===== src/rtl/dly_pkg.sv =====
package dly_pkg;

    // Fill tracking: FILL until every entry has been written once, then FULL.
    typedef enum logic {
        ST_FILL = 1'b0,
        ST_FULL = 1'b1
    } fill_state_e;

endpackage


===== src/rtl/dly_ptr_ctrl.sv =====
module dly_ptr_ctrl #(
    parameter int DEPTH = 64,
    localparam int AW = $clog2(DEPTH)
) (
    input  logic          clk,
    input  logic          rst_n,
    output logic [AW-1:0] wr_ptr,
    output logic [AW-1:0] rd_ptr
);

    localparam logic [AW-1:0] LAST = AW'(DEPTH - 1);

    logic [AW-1:0] wr_nx;
    logic [AW-1:0] rd_nx;

    always_comb begin
        wr_nx = (wr_ptr == LAST) ? '0 : wr_ptr + 1'b1;
        rd_nx = (rd_ptr == LAST) ? '0 : rd_ptr + 1'b1;
    end

    // Write counter starts at the last entry, read counter at the first.
    always_ff @(posedge clk or negedge rst_n) begin
        if (!rst_n) begin
            wr_ptr <= LAST;
            rd_ptr <= '0;
        end else begin
            wr_ptr <= wr_nx;
            rd_ptr <= rd_nx;
        end
    end

endmodule


===== src/rtl/dly_fill_fsm.sv =====
module dly_fill_fsm
    import dly_pkg::*;
#(
    parameter int DEPTH = 64,
    localparam int AW = $clog2(DEPTH)
) (
    input  logic          clk,
    input  logic          rst_n,
    output fill_state_e   state,
    output logic [AW-1:0] fill_cnt
);

    localparam logic [AW-1:0] LAST = AW'(DEPTH - 1);

    fill_state_e   state_nx;
    logic [AW-1:0] cnt_nx;

    // State register
    always_ff @(posedge clk or negedge rst_n) begin
        if (!rst_n) begin
            state    <= ST_FILL;
            fill_cnt <= '0;
        end else begin
            state    <= state_nx;
            fill_cnt <= cnt_nx;
        end
    end

    // Transitions: FILL -> FULL on the write that completes the memory.
    always_comb begin
        state_nx = state;
        cnt_nx   = fill_cnt;
        unique case (state)
            ST_FILL: begin
                if (fill_cnt == LAST) begin
                    state_nx = ST_FULL;
                end else begin
                    cnt_nx = fill_cnt + 1'b1;
                end
            end
            ST_FULL: begin
                state_nx = ST_FULL;
            end
            default: begin
                state_nx = ST_FILL;
            end
        endcase
    end

endmodule


===== src/rtl/dly_mem.sv =====
module dly_mem #(
    parameter int W     = 8,
    parameter int DEPTH = 64,
    localparam int AW = $clog2(DEPTH)
) (
    input  logic          clk,
    input  logic          we,
    input  logic [AW-1:0] waddr,
    input  logic [W-1:0]  wdata,
    input  logic [AW-1:0] raddr,
    output logic [W-1:0]  rdata
);

    // One write port, one asynchronous read port; contents are not reset.
    logic [W-1:0] cells [DEPTH];

    always_ff @(posedge clk) begin
        if (we) begin
            cells[waddr] <= wdata;
        end
    end

    assign rdata = cells[raddr];

endmodule


===== src/rtl/dly_tap.sv =====
module dly_tap
    import dly_pkg::*;
#(
    parameter int W     = 8,
    parameter int DEPTH = 64,
    localparam int AW = $clog2(DEPTH)
) (
    input  logic [AW-1:0] rd_ptr,
    input  logic [AW-1:0] dly,
    input  fill_state_e   state,
    input  logic [AW-1:0] fill_cnt,
    input  logic [W-1:0]  din,
    input  logic [W-1:0]  rdata,
    output logic [AW-1:0] raddr,
    output logic [W-1:0]  dout
);

    localparam logic [AW-1:0] SPAN = AW'(DEPTH - 1);
    localparam logic [AW:0]   WRAP = (AW+1)'(DEPTH);

    logic [AW-1:0] back;
    logic [AW:0]   sum;

    // Tap sits (DEPTH-1-dly) entries after the read counter, i.e. dly
    // entries behind the write counter.
    always_comb begin
        back = SPAN - dly;
        sum  = {1'b0, rd_ptr} + {1'b0, back};
        if (sum >= WRAP) begin
            raddr = AW'(sum - WRAP);
        end else begin
            raddr = sum[AW-1:0];
        end
    end

    // Output process
    always_comb begin
        dout = '0;
        unique case (state)
            ST_FILL: begin
                if (dly == '0) begin
                    dout = din;
                end else if (fill_cnt >= dly) begin
                    dout = rdata;
                end else begin
                    dout = '0;
                end
            end
            ST_FULL: begin
                dout = (dly == '0) ? din : rdata;
            end
            default: begin
                dout = '0;
            end
        endcase
    end

endmodule


===== src/rtl/ramdelay_line.sv =====
module ramdelay_line
    import dly_pkg::*;
#(
    parameter int W     = 8,
    parameter int DEPTH = 64,
    localparam int AW = $clog2(DEPTH)
) (
    input  logic          clk,
    input  logic          rst_n,
    input  logic [W-1:0]  din,
    input  logic [AW-1:0] dly,
    output logic [W-1:0]  dout
);

    logic [AW-1:0] wr_ptr;
    logic [AW-1:0] rd_ptr;
    logic [AW-1:0] raddr;
    logic [AW-1:0] fill_cnt;
    logic [W-1:0]  rdata;
    fill_state_e   state;

    dly_ptr_ctrl #(.DEPTH(DEPTH)) u_ptr (
        .clk    (clk),
        .rst_n  (rst_n),
        .wr_ptr (wr_ptr),
        .rd_ptr (rd_ptr)
    );

    dly_fill_fsm #(.DEPTH(DEPTH)) u_fsm (
        .clk      (clk),
        .rst_n    (rst_n),
        .state    (state),
        .fill_cnt (fill_cnt)
    );

    dly_mem #(.W(W), .DEPTH(DEPTH)) u_mem (
        .clk   (clk),
        .we    (1'b1),
        .waddr (wr_ptr),
        .wdata (din),
        .raddr (raddr),
        .rdata (rdata)
    );

    dly_tap #(.W(W), .DEPTH(DEPTH)) u_tap (
        .rd_ptr   (rd_ptr),
        .dly      (dly),
        .state    (state),
        .fill_cnt (fill_cnt),
        .din      (din),
        .rdata    (rdata),
        .raddr    (raddr),
        .dout     (dout)
    );

endmodule


===== config.mk =====
export PLATFORM = sky130hd
export DESIGN_NAME = ramdelay_line
export DESIGN_NICKNAME = d
export VERILOG_FILES = /design/src/rtl/dly_pkg.sv /design/src/rtl/dly_ptr_ctrl.sv /design/src/rtl/dly_fill_fsm.sv /design/src/rtl/dly_mem.sv /design/src/rtl/dly_tap.sv /design/src/rtl/ramdelay_line.sv
export SDC_FILE = /design/constraint.sdc
export NUM_CORES = 1
export LEC_CHECK = 0
export BUFFER_PORTS_ARGS = -buffer_cell sky130_fd_sc_hd__buf_2
export CAP_MARGIN = 40
export CORE_UTILIZATION = 52
export DETAILED_ROUTE_END_ITERATION = 16
export MAX_ROUTING_LAYER = met4
export PLACE_DENSITY = 0.68
export SETUP_SLACK_MARGIN = 0.3
export SLEW_MARGIN = 40
export SYNTH_ARGS = -nofsm -noshare
export SYNTH_HDL_FRONTEND = slang
export SYNTH_HIERARCHICAL = 1
export SYNTH_SLANG_ARGS = --single-unit

===== constraint.sdc =====
create_clock -name clk -period 5.5 [get_ports clk]
set_input_delay 1.1 -clock clk [delete_from_list [all_inputs] [get_ports clk]]
set_output_delay 1.1 -clock clk [all_outputs]
set_load 0.01 [all_outputs]

==> flow_summary.toml <==
[outcome]
status = "complete, no violations"

[power]
leakagePower_nw = 8.04
ir_drop_uv = 237
powerDensity_nw_per_um2 = 356

[layout]
fin_area_um2 = 24800
final_util_pct = 61.8
syn_to_final_growth_pct = 16.3
layout-drive-gt1-share_pct = 31.9
final_common_cell = "edfxtp_1"
multi_input_area_um2 = 5410
nets = 1226
layout_common_cells = "edfxtp_1 (512), mux4_2 (126), buf_4 (74)"
regArea_um2 = 15900
fillers = 2732

[cts]
cts.sinks = 531
cts_inserted_buffers = 53
root_buffer = "clkbuf_16"
clock_latency_ns = 0.60
path_clk_slew_ns = 0.06
clockBufferDepth = 3
h-tree-depth = 2
cts_tree = "built"

[drt]
firstDrtPassIters = 5
routed_wl_um = 47600
route.detailed.drc = 0
drtIter0Drc = 1130
wire_per_inst_um = 27.0
drtAntennaViolNets = 0
dr_total_vias = 10800
via_per_inst = 6.14

[worst_setup_path]
r2r_slack_ns = 2.77
critPathMaxFanout = 6
slowest_stage = "fa_4"
crit_required_ns = 4.40
cp_data_arrival_time_ns = 4.12
endpoint_kind = "primary output"
crit_path_frequent_cell = "mux4_2"
crit_chain = "buf_8 > inv_4 > buf_6 > fa_4 > buf_12 > buf_16 > mux4_2 > mux4_2 > nor2_4 > nor3_4 > o2bb2ai_1 > nand2_1 > o21ai_1 > buf_2"
critical_path.top_delay_family = "adder cells"
crit_buf_inv = 6
critical_path_class = "input pin to primary output"
crit_path_max_incr_delay_ns = 0.92
start_kind = "input pin"

[logic_synthesis]
synth-seq-cells = 531
ys_warn_count = 6
syn_area_per_cell_um2 = 19.8
netlist_instances = 1074
synth_cell_types = 62
synth_edf_count = 512
synthFlopType = "edfxtp_1"
synth_area_um2 = 21300
async_reset_ff_share_pct = 3.58
ys_seq_area_share_pct = 74.4

[grt]
grt_max_degree = 65
grt_pass1_wl_um = 69800
grt_pass1_vias = 10800
antenna_found_initial = 1
grt_usage_pct = 24.2
grt_overflow = 0

[floorplanning]
fp-row-count = 73
die_h_um = 204
die_area_um2 = 41800
start_util_pct = 53.2
ios = 24
die_w_um = 204
core_area_um2 = 40100

[sta]
slew_violations = 0
max_freq_mhz = 192
clock_skew_ns = 0.0264
rsz0062_at_grt = "true"
hold_viol = 0
tightest_slew_ns = 0.881
fin_crit_ns = 5.22
fin_crit_sh_pct = 94.8
finalSetupViolCount = 0
relSlewSlack_pct = 41.0

[place]
gp_congestion = 0.898
dpl_cell_area_um2 = 22500
dp_hpwl_um = 29400
portBuffers = 23

[hold_path]
hold_class = "input pin to async pin"

[job]
drv_cap = 0
## final timing paths
check	depth (start not counted)	to	from
setup / recovery	14	dout[0]	dly[1]
max in group asynchronous	1	u_ptr/wr_ptr[4]	rst_n
hold / removal	1	u_ptr/rd_ptr[3]	rst_n
min in group clk	1	u_fsm/fill_cnt[0]	u_fsm/fill_cnt[0]
hold reg to reg	1	u_fsm/fill_cnt[0]	u_fsm/fill_cnt[0]
setup reg to reg	3	u_mem/cells[45][2]	u_ptr/wr_ptr[2]
## report_power, final
group	switching [mW]	internal (mW)
clock network	1.48	2.20
logic	0.387	0.314
registers	0.000832	4.44
total	1.87	6.95
## registers in the layout (all words and copies together) (netlist names)
signal,cells
u_ptr/rd_ptr,6
u_fsm/fill_cnt,6
u_ptr/wr_ptr,6
u_fsm/state,1
u_mem/cells,512
## Yosys cell counts (10+ instances only)
library cell | count | area, µm²
edfxtp_1 | 512 | 15400
mux4_2 | 126 | 2840
nor2_1 | 88 | 330
nand2_1 | 42 | 158
mux2i_1 | 23 | 230
nand3_1 | 20 | 100
clkbuf_1 | 17 | 63.8
nor2b_1 | 17 | 106
ha_1 | 14 | 175
o21ai_0 | 14 | 70.1
buf_4 | 13 | 97.6
dfrtp_1 | 13 | 325
mux2_2 | 13 | 146
buf_2 | 11 | 55.1
inv_1 | 11 | 41.3
a21oi_1 | 10 | 50.1
## repair_timing
item | in CTS | in global routing
buffers inserted | 9 | 12
resized for setup | 31 | 21
endpoints found under the hold margin | 0 | 0
setup endpoints to repair | 8 | 8
hold buffers | 0 | 0
pin swaps | 5 | 10
cloned | 3 | 0
## metrics by stage
| step | std cells | setup slack [ns] | TNS, ns | hold slack (ns) | total power [mW] |
|---|---|---|---|---|---|
| 3_3_place_gp | 1641 | -0.0318 | -0.0615 | 0.508 | 5.13 |
| 4_1_cts | 1752 | 0.234 | 0 | 0.466 | 8.84 |
| 6_report | 1765 | 0.283 | 0 | 0.476 | 8.82 |
| 3_5_place_dp | 1641 | -0.00317 | -0.00317 | 0.513 | 5.13 |
| 2_1_floorplan | 1080 | 0.642 | 0 | 0.476 | 4.86 |
| 5_1_grt | 1765 | 0.230 | 0 | 0.500 | 9.06 |
## layout make-up
type	count	share of cell area [%]
multi-input combinational	485	21.8
tap	525	2.65
inverter	11	0.187
antenna	1	0.0101
sequential	531	64.0
clock buffer	70	5.90
timing repair buffer	113	4.17
clock inverter	29	1.31
## logic make-up (layout without fill, tap and decap cells)
kind of cell    Yosys count  count (layout)  share of synthesized area [%]
fa+ha+maj                15              15                          0.916
simple gates            201             201                           4.31
mux                     163             163                           15.2
other cells               1               8                         0.0176
flops                   531             531                           74.4
buf+inv                  64             223                           1.72
xor+xnor                 10              10                          0.411
compound gates           89              89                           3.08
## worst reg2reg max path, stage by stage (launching register included)
cell and delay [ns]:
dfstp_2 0.68, nor2b_1 0.21, nand3_1 0.58, nor2_1 0.87
## per-layer routing
layer,GRT usage [%],part of all wire [%],up-vias
met5,-,0,-
met4,9.28,3.2,0
met3,4.64,8.2,82
met2,35.8,47,469
met1,33.8,41,5628
li1,-,-,4659
No activity file was read; power rests on OpenSTA's default activity.
